File: src/rtl/ser_pkg.sv
package ser_pkg;

    localparam int MAX_W  = 40;
    localparam int CNT_W  = $clog2(MAX_W + 1);
    localparam int CODE_W = 3;

    // Idle pattern: LSB is 1, so the line shows 1,0,1,0,...
    localparam logic [MAX_W-1:0] IDLE_BITS = {(MAX_W/2){2'b01}};

    typedef struct packed {
        logic [MAX_W-1:0] bits;   // already masked, inverted, ordered
        logic [CNT_W-1:0] len;    // number of bits to send
        logic             idle;   // word is idle fill
    } ser_word_t;

    function automatic logic [CNT_W-1:0] width_of(input logic [CODE_W-1:0] code);
        case (code)
            3'd0:    return CNT_W'(8);
            3'd1:    return CNT_W'(10);
            3'd2:    return CNT_W'(16);
            3'd3:    return CNT_W'(20);
            3'd4:    return CNT_W'(32);
            3'd5:    return CNT_W'(40);
            default: return CNT_W'(10);
        endcase
    endfunction

endpackage

File: src/rtl/ser_word_prep.sv
module ser_word_prep
    import ser_pkg::*;
(
    input  logic [MAX_W-1:0]  word_in,
    input  logic              word_valid,
    input  logic [CODE_W-1:0] width_sel,
    input  logic              invert,
    input  logic              reverse,
    output ser_word_t         prep
);
    logic [CNT_W-1:0] len;
    logic [MAX_W-1:0] mask;
    logic [MAX_W-1:0] flipped;
    logic [MAX_W-1:0] ordered;
    logic [MAX_W-1:0] polar;

    assign len  = width_of(width_sel);
    assign mask = {MAX_W{1'b1}} >> (MAX_W - int'(len));

    // Full-width mirror; shifting down by (MAX_W - len) aligns it to width len.
    for (genvar i = 0; i < MAX_W; i++) begin : g_mirror
        assign flipped[i] = word_in[MAX_W-1-i];
    end

    always_comb begin
        ordered = reverse ? (flipped >> (MAX_W - int'(len))) : word_in;
        polar   = invert ? ~ordered : ordered;
        prep.len  = len;
        prep.idle = ~word_valid;
        prep.bits = (word_valid ? polar : IDLE_BITS) & mask;
    end
endmodule

File: src/rtl/ser_shifter.sv
module ser_shifter
    import ser_pkg::*;
(
    input  logic      clk,
    input  logic      rst,
    input  ser_word_t next_word,
    output logic      ser_out,
    output logic      word_start,
    output logic      underrun
);
    logic [MAX_W-1:0] sh;
    logic [CNT_W-1:0] rem;     // bits still to send after the current one
    logic             boundary;

    assign boundary = (rem == '0);

    always_ff @(posedge clk) begin
        if (rst) begin
            sh         <= '0;
            rem        <= '0;
            ser_out    <= 1'b0;
            word_start <= 1'b0;
            underrun   <= 1'b0;
        end else if (boundary) begin
            ser_out    <= next_word.bits[0];
            sh         <= next_word.bits >> 1;
            rem        <= next_word.len - CNT_W'(1);
            word_start <= 1'b1;
            underrun   <= next_word.idle;
        end else begin
            ser_out    <= sh[0];
            sh         <= sh >> 1;
            rem        <= rem - CNT_W'(1);
            word_start <= 1'b0;
        end
    end
endmodule

File: src/rtl/ser_tx_core.sv
module ser_tx_core
    import ser_pkg::*;
(
    input  logic              clk,
    input  logic              rst,
    input  logic [MAX_W-1:0]  word_in,
    input  logic              word_valid,
    input  logic [CODE_W-1:0] width_sel,
    input  logic              invert,
    input  logic              reverse,
    output logic              ser_out,
    output logic              word_start,
    output logic              underrun
);
    ser_word_t prep;

    ser_word_prep u_prep (
        .word_in    (word_in),
        .word_valid (word_valid),
        .width_sel  (width_sel),
        .invert     (invert),
        .reverse    (reverse),
        .prep       (prep)
    );

    ser_shifter u_shift (
        .clk        (clk),
        .rst        (rst),
        .next_word  (prep),
        .ser_out    (ser_out),
        .word_start (word_start),
        .underrun   (underrun)
    );
endmodule

File: config.mk
export PLATFORM = sky130hd
export DESIGN_NAME = ser_tx_core
export DESIGN_NICKNAME = d
export VERILOG_FILES = /design/src/rtl/ser_pkg.sv /design/src/rtl/ser_word_prep.sv /design/src/rtl/ser_shifter.sv /design/src/rtl/ser_tx_core.sv
export SDC_FILE = /design/constraint.sdc
export NUM_CORES = 1
export LEC_CHECK = 0
export ABC_AREA = 0
export ABC_CLOCK_PERIOD_IN_PS = 4610
export BUFFER_PORTS_ARGS = -buffer_cell sky130_fd_sc_hd__buf_2
export CORE_MARGIN = 2
export CORE_UTILIZATION = 62
export DETAILED_ROUTE_END_ITERATION = 8
export PLACE_DENSITY = 0.84
export SETUP_SLACK_MARGIN = 0.5
export SLEW_MARGIN = 20
export SYNTH_ARGS = -nofsm -noshare
export SYNTH_HDL_FRONTEND = slang
export SYNTH_HIERARCHICAL = 1
export SYNTH_SLANG_ARGS = --single-unit
File: constraint.sdc
create_clock -name clk -period 4.61 [get_ports clk]
set_input_delay 0.6915 -clock clk [delete_from_list [all_inputs] [get_ports clk]]
set_output_delay 0.6915 -clock clk [all_outputs]
set_load 0.01 [all_outputs]
; Word level (Yosys, flattened, before mapping)
; Index checks and enable logic that the tools add are counted.
; Widths: inputs -> output; s select.
[op_classes]
muxes = 8
bitwise_logic = 3
div = 0
reduce_logical = 2
addsub = 3
n_mul = 0
n_shift = 2
n_lt_le_gt_ge = 0
n_eq_ne = 4
[ops]
columns = cell, n
row1 = $mux 40, 3
row2 = $and 40x40->40, 1
row3 = $not 40->40, 1
row4 = $shr 40x32->40, 1
row5 = $shr 40x32->40 const A, 1
row6 = $mux 39, 1
row7 = $pmux 6 s5, 1
row8 = $sub 6x1->6 const B, 2
row9 = $sub 6x6->7 const A, 1
row10 = $eq 3x2->1 const B, 2
row11 = $eq 3x3->1 const B, 2
row12 = $logic_not 6->1, 1
row13 = $mux 6, 1
row14 = $logic_not 3->1, 1
row15 = $mux 1, 2
row16 = $not 1->1, 1
[totals]
latchBits = 0
n_memories = 0
romBits = 0
wordCells = 27
regBits = 49
ramBits = 0

; Depth between registers and ports, before layout
; Gate-level depths: netlist (run 1).
[logic_depth]
depth_word = 10
ltp_mapped = 17
mapped_depth_nobuf = 12

; Hierarchy
; The synthesis (run 1) kept the hierarchy.
[modules_own_cells]
columns = mod, cells_each, seq_area_each_um2, area_per_inst_um2, n_inst
row1 = ser_word_prep, 637, 0.0, 4217.8, 1
row2 = ser_shifter, 217, 960.9, 1790.5, 1

; Least setup slack after synthesis (run 1)
; OpenSTA, ideal clock, no wires.
[synth_path]
path_kind = input port to flip-flop
start = in width_sel[1]
end = reg u_shift.rem[5]
setup_time_ps = 132
path_slack_ps = 973
path_buffers = 6
stages = 14
required_time_ps = 4478
arrival_ps = 3505
path_cell_list = buf_6 > buf_4 > buf_4 > clkinv_1 > ha_1 > buf_6 > inv_1 > clkbuf_1 > clkbuf_1 > o31ai_1 > or2_2 > a311oi_1 > a21o_1 > a21oi_1
[synth_lines]
columns = item, line_no
row1 = from (decl), ser_tx_core.sv:8  ; input logic [CODE_W-1:0] width_sel,
row2 = to (signal assigned), ser_shifter.sv:27  ; rem <= next_word.len - CNT_W'(1);
row3 = to (signal assigned), ser_shifter.sv:33  ; rem <= rem - CNT_W'(1);
row4 = to (decl), ser_shifter.sv:12  ; logic [CNT_W-1:0] rem;

==> results of run 1 <==
## final cells by class
cell class / instances / area [sq um]
Inverter: 17 / 63.81
Timing Repair Buffer: 76 / 445.4
Sequential cell: 48 / 960.9
Clock buffer: 5 / 68.82
Tap cell: 129 / 161.4
Multi-Input combinational cell: 712 / 4557
Fill cell: 846 / 3024
Clock inverter: 3 / 46.29
## cells by family (layout without fill, tap and decap cells)
logic type / count (synthesis) / in the layout / share of synthesized area
XOR/XNOR: 26 / 26 / 0.04352
other: 1 / 1 / 0.0006241
adder cells (fa/ha/maj): 3 / 3 / 0.006248
multiplexers: 62 / 62 / 0.1120
AND/OR/NAND/NOR: 326 / 326 / 0.2576
buffers and inverters: 94 / 101 / 0.08267
AO/OA/AOI/OAI: 294 / 294 / 0.3374
flip-flops: 48 / 48 / 0.1599
## worst max-delay path by stage
stage / slack, ns / endpoint / start / depth (start not counted)
after floorplan: 0.97 / u_shift/rem[5]$_SDFF_PP0_ / width_sel[1] / 14
after global placement: 0.55 / u_shift/sh[0]$_SDFF_PP0_ / width_sel[1] / 13
after detailed placement: 0.58 / u_shift/sh[0]$_SDFF_PP0_ / width_sel[1] / 13
after CTS: 0.88 / u_shift/sh[0]$_SDFF_PP0_ / width_sel[1] / 13
after global routing: 0.55 / u_shift/sh[16]$_SDFF_PP0_ / width_sel[1] / 14
final: 0.62 / u_shift/sh[0]$_SDFF_PP0_ / width_sel[1] / 13
## cell usage after synthesis, types with 9 or more instances
master	number	area [sq um]
clkbuf_1	30	112.6
o21ai_0	31	155.2
inv_1	13	48.80
nand2b_1	9	56.30
and3_1	10	62.56
mux2i_1	44	440.4
a22oi_1	16	120.1
a2bb2oi_1	10	87.58
nand3_1	19	95.09
o211ai_1	10	75.07
dfxtp_1	48	960.9
buf_2	25	125.1
a32oi_1	9	78.83
xor2_1	16	140.1
a21oi_1	94	470.5
nand2_1	157	589.3
nor3_1	14	70.07
nor2b_1	15	93.84
buf_6	11	123.9
mux2_2	13	146.4
nor2_1	50	187.7
a31oi_1	13	81.33
o22ai_1	22	137.6
## per-stage QoR
stage	std cells	util	instance area (sq um)
6_report	990	0.6758	6304
5_1_grt	990	0.6758	6304
4_1_cts	990	0.6758	6304
3_5_place_dp	982	0.6634	6188
3_3_place_gp	982	0.6634	6188
2_1_floorplan	854	-	6008
## state kept, by name, summed over array words and instances (netlist names)
name / cells
u_shift/underrun: 1
u_shift/rem: 6
u_shift/sh: 39
u_shift/ser_out: 1
u_shift/word_start: 1
## power by group
| part | leakage [nW] | switching [mW] | internal [mW] |
|---|---|---|---|
| clock network | 0.0548 | 0.147 | 0.163 |
| logic | 1.89 | 0.744 | 0.376 |
| registers | 0.390 | 0.0460 | 0.483 |
| total | 2.34 | 0.936 | 1.02 |
## worst max-delay path, delay by kind of cell
kind	cells	cell delay (ns)
adders and majority gates	1	0.50
and+or+nand+nor	1	0.08
AOI/OAI and AO/OA	4	0.58
buffers and inverters	4	1.21
muxes	3	1.17
## routing by layer
layer,GRT usage,wire [microns],vias to the layer above
met2,0.6662,9750,700
met5,0,0,-
met4,0.2431,1761,0
met1,0.5579,8462,3319
met3,0.1614,3778,176
li1,-,-,3174
==> metrics.txt, run 1 <==
run status=finished, violations left; failing checks=design-rule violations; clock-pin slew on the worst setup and hold paths=0.10 ns; cts repair resizes=0; Hold-fix buffers, CTS=0; vias in the first global route=6,733; most used flip-flop cell after synthesis=dfxtp_1; slowest CP cell=mux2i_1; Synthesized Nets=roughly 910; critical path startpoint category=primary input; commonest non-fill, non-tap cell in the layout=nand2_1; Least-Margin Pin Slew=0.8135 ns; Netlist Area Pre-Place=6008 sq um; Peak VDD IR=0.5131 mV; global-route wire length before repair=36,030 microns; Yosys reg bits=48; crit path cell chain=buf_2, clkinv_1, ha_2, o31ai_4, inv_2, buf_4, mux2i_1, mux2i_1, o2bb2ai_1, mux2_2, o211ai_1, nand2_1, a21oi_1; TritonCTS clock tree=built; Rel. slew slack=0.4576; Final Slew Violations=0; vias per inst=7.443; DRT iter0 DRCs=~1.4k; share of cells above drive strength 1=0.1521; maximum clock insertion buffer count=2; GP Congestion=1.242; total number of vias=7,369; # diodes=0; Post-synth EDFFs=0; Critical Path Max Stage Delay=0.54 ns; FP Rows=35; Hold Startpoint=u_shift/sh[12]$_SDFF_PP0_; crit path max fanout=20; CP Data Arrival Time=4.22 ns; Post-Place Setup Slack=0.5842 ns; Hold WC Path Type=register to register; CTS H-tree lvls=2; post-CTS setup buffer count=0; remaining global-route overflow=0; CTS root buf=clkbuf_8; min cycle time layout=3.989 ns; first-pass iteration count of the detailed router=9; Hold Crit Depth=2; io pins=51; number of synthesis warnings=6; Crit path top cell by count=mux2i_1; pwr dens=310.7 nW/um^2; DIE AREA=10,490 sq um; Final period util=0.8653; mean post-synth cell area=7.035 sq um; CP required=4.85 ns; Pleak=2.338 nW; setup violators final=0; Routed Antenna Nets=0; GRT Total Usage=0.4461; maximum clock rate=250.7 MHz; Final nets=911; WL final=23,750 microns; R2R Path End=u_shift/rem[4]$_SDFF_PP0_; count of cell types in the netlist=89; die width=102.4 microns; Cells after Synth=between 800 and 900; number of remaining DRC errors=1; Clock Latency Late Sink=0.30 ns; WL per Instance=23.99 microns; Initial Util=0.6441; Pwr Total=just under 2 mW; crit path capture type=register; Port Buffer Count=50; setup slack, reg-to-reg=~2.6 ns; Core Area=between 9000 and 10,000 sq um; TritonCTS Sinks=48; largest net degree at the start of global routing=48; DIE HEIGHT=102.4 microns; Final HPWL DP=17,030 microns; RSZ-0062 raised after global routing=false; initial antenna violation count=0; clock buffer count from CTS=5; hold_ws=approximately 0.44 ns; Worst Setup Path Type=primary input to register; reg2reg start=u_shift/rem[2]$_SDFF_PP0_; maxcap violations=0; worst reg2reg path depth=8; clk_skew=0.01061 ns; most frequent cells in the layout=157 x nand2_1, 94 x a21oi_1, 50 x buf_2, 50 x nor2_1, 48 x dfxtp_1; area delta synth->final=4.915%; Hold Path Sink=u_shift/sh[11]$_SDFF_PP0_; Final Hold Fails=0; worst setup margin=0.6208 ns; setup_tns=0 ns; register area share after synthesis=0.1599; asr flop ratio synth=0
Note: power is estimated with default switching activity, not from simulation.
==> run 2, diff against run 1 <==
Settings changed: ABC_CLOCK_PERIOD_IN_PS 4610 to 3350, CORE_UTILIZATION 62 to 56, PLACE_DENSITY 0.84 to 0.8.
Clock period 4.61 ns to 3.35 ns, I/O delays scaled along.
==> metrics.txt, run 2 (synthesis gave the netlist of run 1 again) <==
Clock Latency Late Sink=0.31 ns (about the same); total number of vias=7,665 (+4.0%); most frequent cells in the layout=157 x nand2_1, 90 x a21oi_1, 60 x buf_4; hold_ws=0.4405 ns (-0.003615 ns); io pins=51 (unchanged); Peak VDD IR=0.5112 mV (-0.36%); switching share of power=0.4674 (-0.01060); maximum clock rate=346.2 MHz; reg2reg start=u_shift/rem[4]$_SDFF_PP0_; share of total power in combinational logic=0.605 (+0.033); vias per inst=7.335 (-1.5%); Final HPWL DP=19,160 microns (+12%); Final period util=0.8622; Biggest register=u_shift/sh; number of remaining DRC errors=0 (-1); WL final=26,830 microns (+13%); biggest regs=u_shift/sh: 39 flops, u_shift/rem: 6 flops; CP Data Arrival Time=3.13 ns (-1.09 ns); Rel. slew slack=0.4511 (-0.006542); setup violators final=0 (unchanged); Clk pwr share=0.149 (-0.009); worst setup margin=0.4615 ns (-0.1593 ns); TritonCTS Sinks=48 (unchanged); CTS H-tree lvls=2 (unchanged); pwr dens=415.5 nW/um^2 (+34%); GRT Total Usage=0.4526 (+0.006488); RSZ-0062 raised after global routing=true; FP Rows=37 (+5.7%); Internal Pwr Total=1.581 mW (+55%); slowest CP cell=a2111o_1; area delta synth->final=18.93%; CP required=3.59 ns (-1.26 ns); setup_tns=0 ns (unchanged); remaining global-route overflow=0 (unchanged); Critical Path Max Stage Delay=0.38 ns (-0.16 ns); Worst Setup Path Type=primary input to register; maxcap violations=0 (unchanged); GP Congestion=1.143 (-7.9%); Reg power frac=0.246 (-0.024); Hold-fix buffers, CTS=0 (unchanged); WL per Instance=25.67 microns (+7.0%); Routed Antenna Nets=0 (unchanged); global-route wire length before repair=40,110 microns (+11%); largest net degree at the start of global routing=53 (+10%); DIE AREA=11,570 sq um (+10%); min cycle time layout=2.888 ns; # diodes=0 (unchanged); Final Non-Filler Cells=1,045 (+5.6%); die width=107.6 microns (+5.0%); Hold WC Path Type=register to register; run status=complete, no violations; crit path capture type=register; Largest register FFs=39 (unchanged); Port Buffer Count=50 (unchanged); TritonCTS clock tree=built; clk_skew=0.007984 ns (-0.002626 ns); Placed Cells=1,026 (+4.5%); Initial Util=0.5794 (-0.06474); crit path max fanout=9 (-55%); worst reg2reg path depth=8 (unchanged); vias in the first global route=7,032 (+4.4%); Crit path top cell by count=buf_4; area of the multi-input gates=4822 sq um (+5.8%); clock buffer count from CTS=5 (unchanged); Post-Place Setup Slack=0.02420 ns (-0.5600 ns); Least-Margin Pin Slew=0.8234 ns (+0.009813 ns); maximum clock insertion buffer count=2 (unchanged); CP endpoint=u_shift/sh[0]$_SDFF_PP0_; first-pass iteration count of the detailed router=8 (-1); DIE HEIGHT=107.6 microns (+5.0%); critical path startpoint category=primary input; Final Slew Violations=0 (unchanged); Pleak=2.712 nW (+16%); DRT iter0 DRCs=1,254 (-9.6%); FILL cells=915 (+8.2%); Final Hold Fails=0 (unchanged); Final nets=959 (+5.3%); Net Switching=1.387 mW (+48%); R2R Path End=u_shift/rem[4]$_SDFF_PP0_; CTS root buf=clkbuf_8; setup slack, reg-to-reg=1.31 ns (-1.25 ns); clock-pin slew on the worst setup and hold paths=0.09 ns (about the same); commonest non-fill, non-tap cell in the layout=nand2_1; share of cells above drive strength 1=0.2475 (+0.09538); initial antenna violation count=0 (unchanged); crit path launch=width_sel[1]; register area=960.9 sq um (unchanged); Core Area=10,370 sq um (+11%); crit path cell chain=buf_4, clkinv_4, ha_4, buf_12, nand2_2, buf_4, a2bb2oi_2, o221ai_2, mux2i_1, a2111o_1, mux2_2, o211ai_1, nand2_1, a21oi_2
-- run 2: cell types whose count changed in the layout (fill, tap and decap cells not counted), sizes merged --
cell	before	now
inv	15	13
bufbuf	0	1
clkbuf	5	7
buf	76	122
clkinv	3	4
-- run 2: metrics by stage --
stage	total power, mW	instance area (sq um)	util
after floorplan	1.917	6136	-
after global placement	2.308	6654	0.6417
after detailed placement	2.346	6654	0.6417
after CTS	2.831	6922	0.6675
after global routing	3.088	7146	0.6891
final	2.969	7146	0.6891
-- run 2: area by class of cell --
type	instances	area share
Tap cell	136	0.02381
Timing Repair Buffer	124	0.1394
Multi-Input combinational cell	712	0.6748
Clock inverter	2	0.005428
Clock buffer	6	0.01156
Sequential cell	48	0.1345
Inverter	17	0.01051
-- run 2: critical path, delay by kind of cell --
family / cells / cell delay (ns)
muxes: 2 / 0.43
adders and majority gates: 1 / 0.35
AOI/OAI and AO/OA: 5 / 1.09
and+or+nand+nor: 2 / 0.19
buffers and inverters: 4 / 0.55
-- run 2: power by group through the flow --
| stage | Clock, mW | Sequential, mW | Combinational, mW |
|---|---|---|---|
| 6_report | 0.443 | 0.731 | 1.80 |
| 5_1_grt | 0.464 | 0.741 | 1.88 |
| 4_1_cts | 0.445 | 0.729 | 1.66 |
| 3_5_place_dp | 0 | 0.742 | 1.60 |
| 3_3_place_gp | 0 | 0.735 | 1.57 |
| 2_1_floorplan | 0 | 0.734 | 1.18 |
-- run 2: worst min-delay path by stage --
stage | startpoint | end | slack, ns | depth (start not counted)
floorplan | u_shift/sh[0]$_SDFF_PP0_ | u_shift/ser_out$_SDFF_PP0_ | 0.42 | 2
global route | u_shift/sh[24]$_SDFF_PP0_ | u_shift/sh[23]$_SDFF_PP0_ | 0.46 | 2
finish | u_shift/sh[14]$_SDFF_PP0_ | u_shift/sh[13]$_SDFF_PP0_ | 0.44 | 2
detailed placement | u_shift/sh[24]$_SDFF_PP0_ | u_shift/sh[23]$_SDFF_PP0_ | 0.43 | 2
global placement | u_shift/sh[36]$_SDFF_PP0_ | u_shift/sh[35]$_SDFF_PP0_ | 0.43 | 2
CTS | u_shift/sh[24]$_SDFF_PP0_ | u_shift/sh[23]$_SDFF_PP0_ | 0.44 | 2
-- run 2: per-layer routing --
layer  wire length (microns)  global-route usage  part of all wire
met3                    3748              0.1265              0.14
met5                       0                   0                 0
met2                   11140              0.6837              0.42
met1                   10090              0.5927              0.38
met4                    1849              0.2152             0.069
-- run 2: timing repair --
action	4_1_cts	5_1_grt
pin swaps	1	13
setup endpoints to repair	14	29
setup buffers	4	4
resized for setup	11	41
cloned	2	1
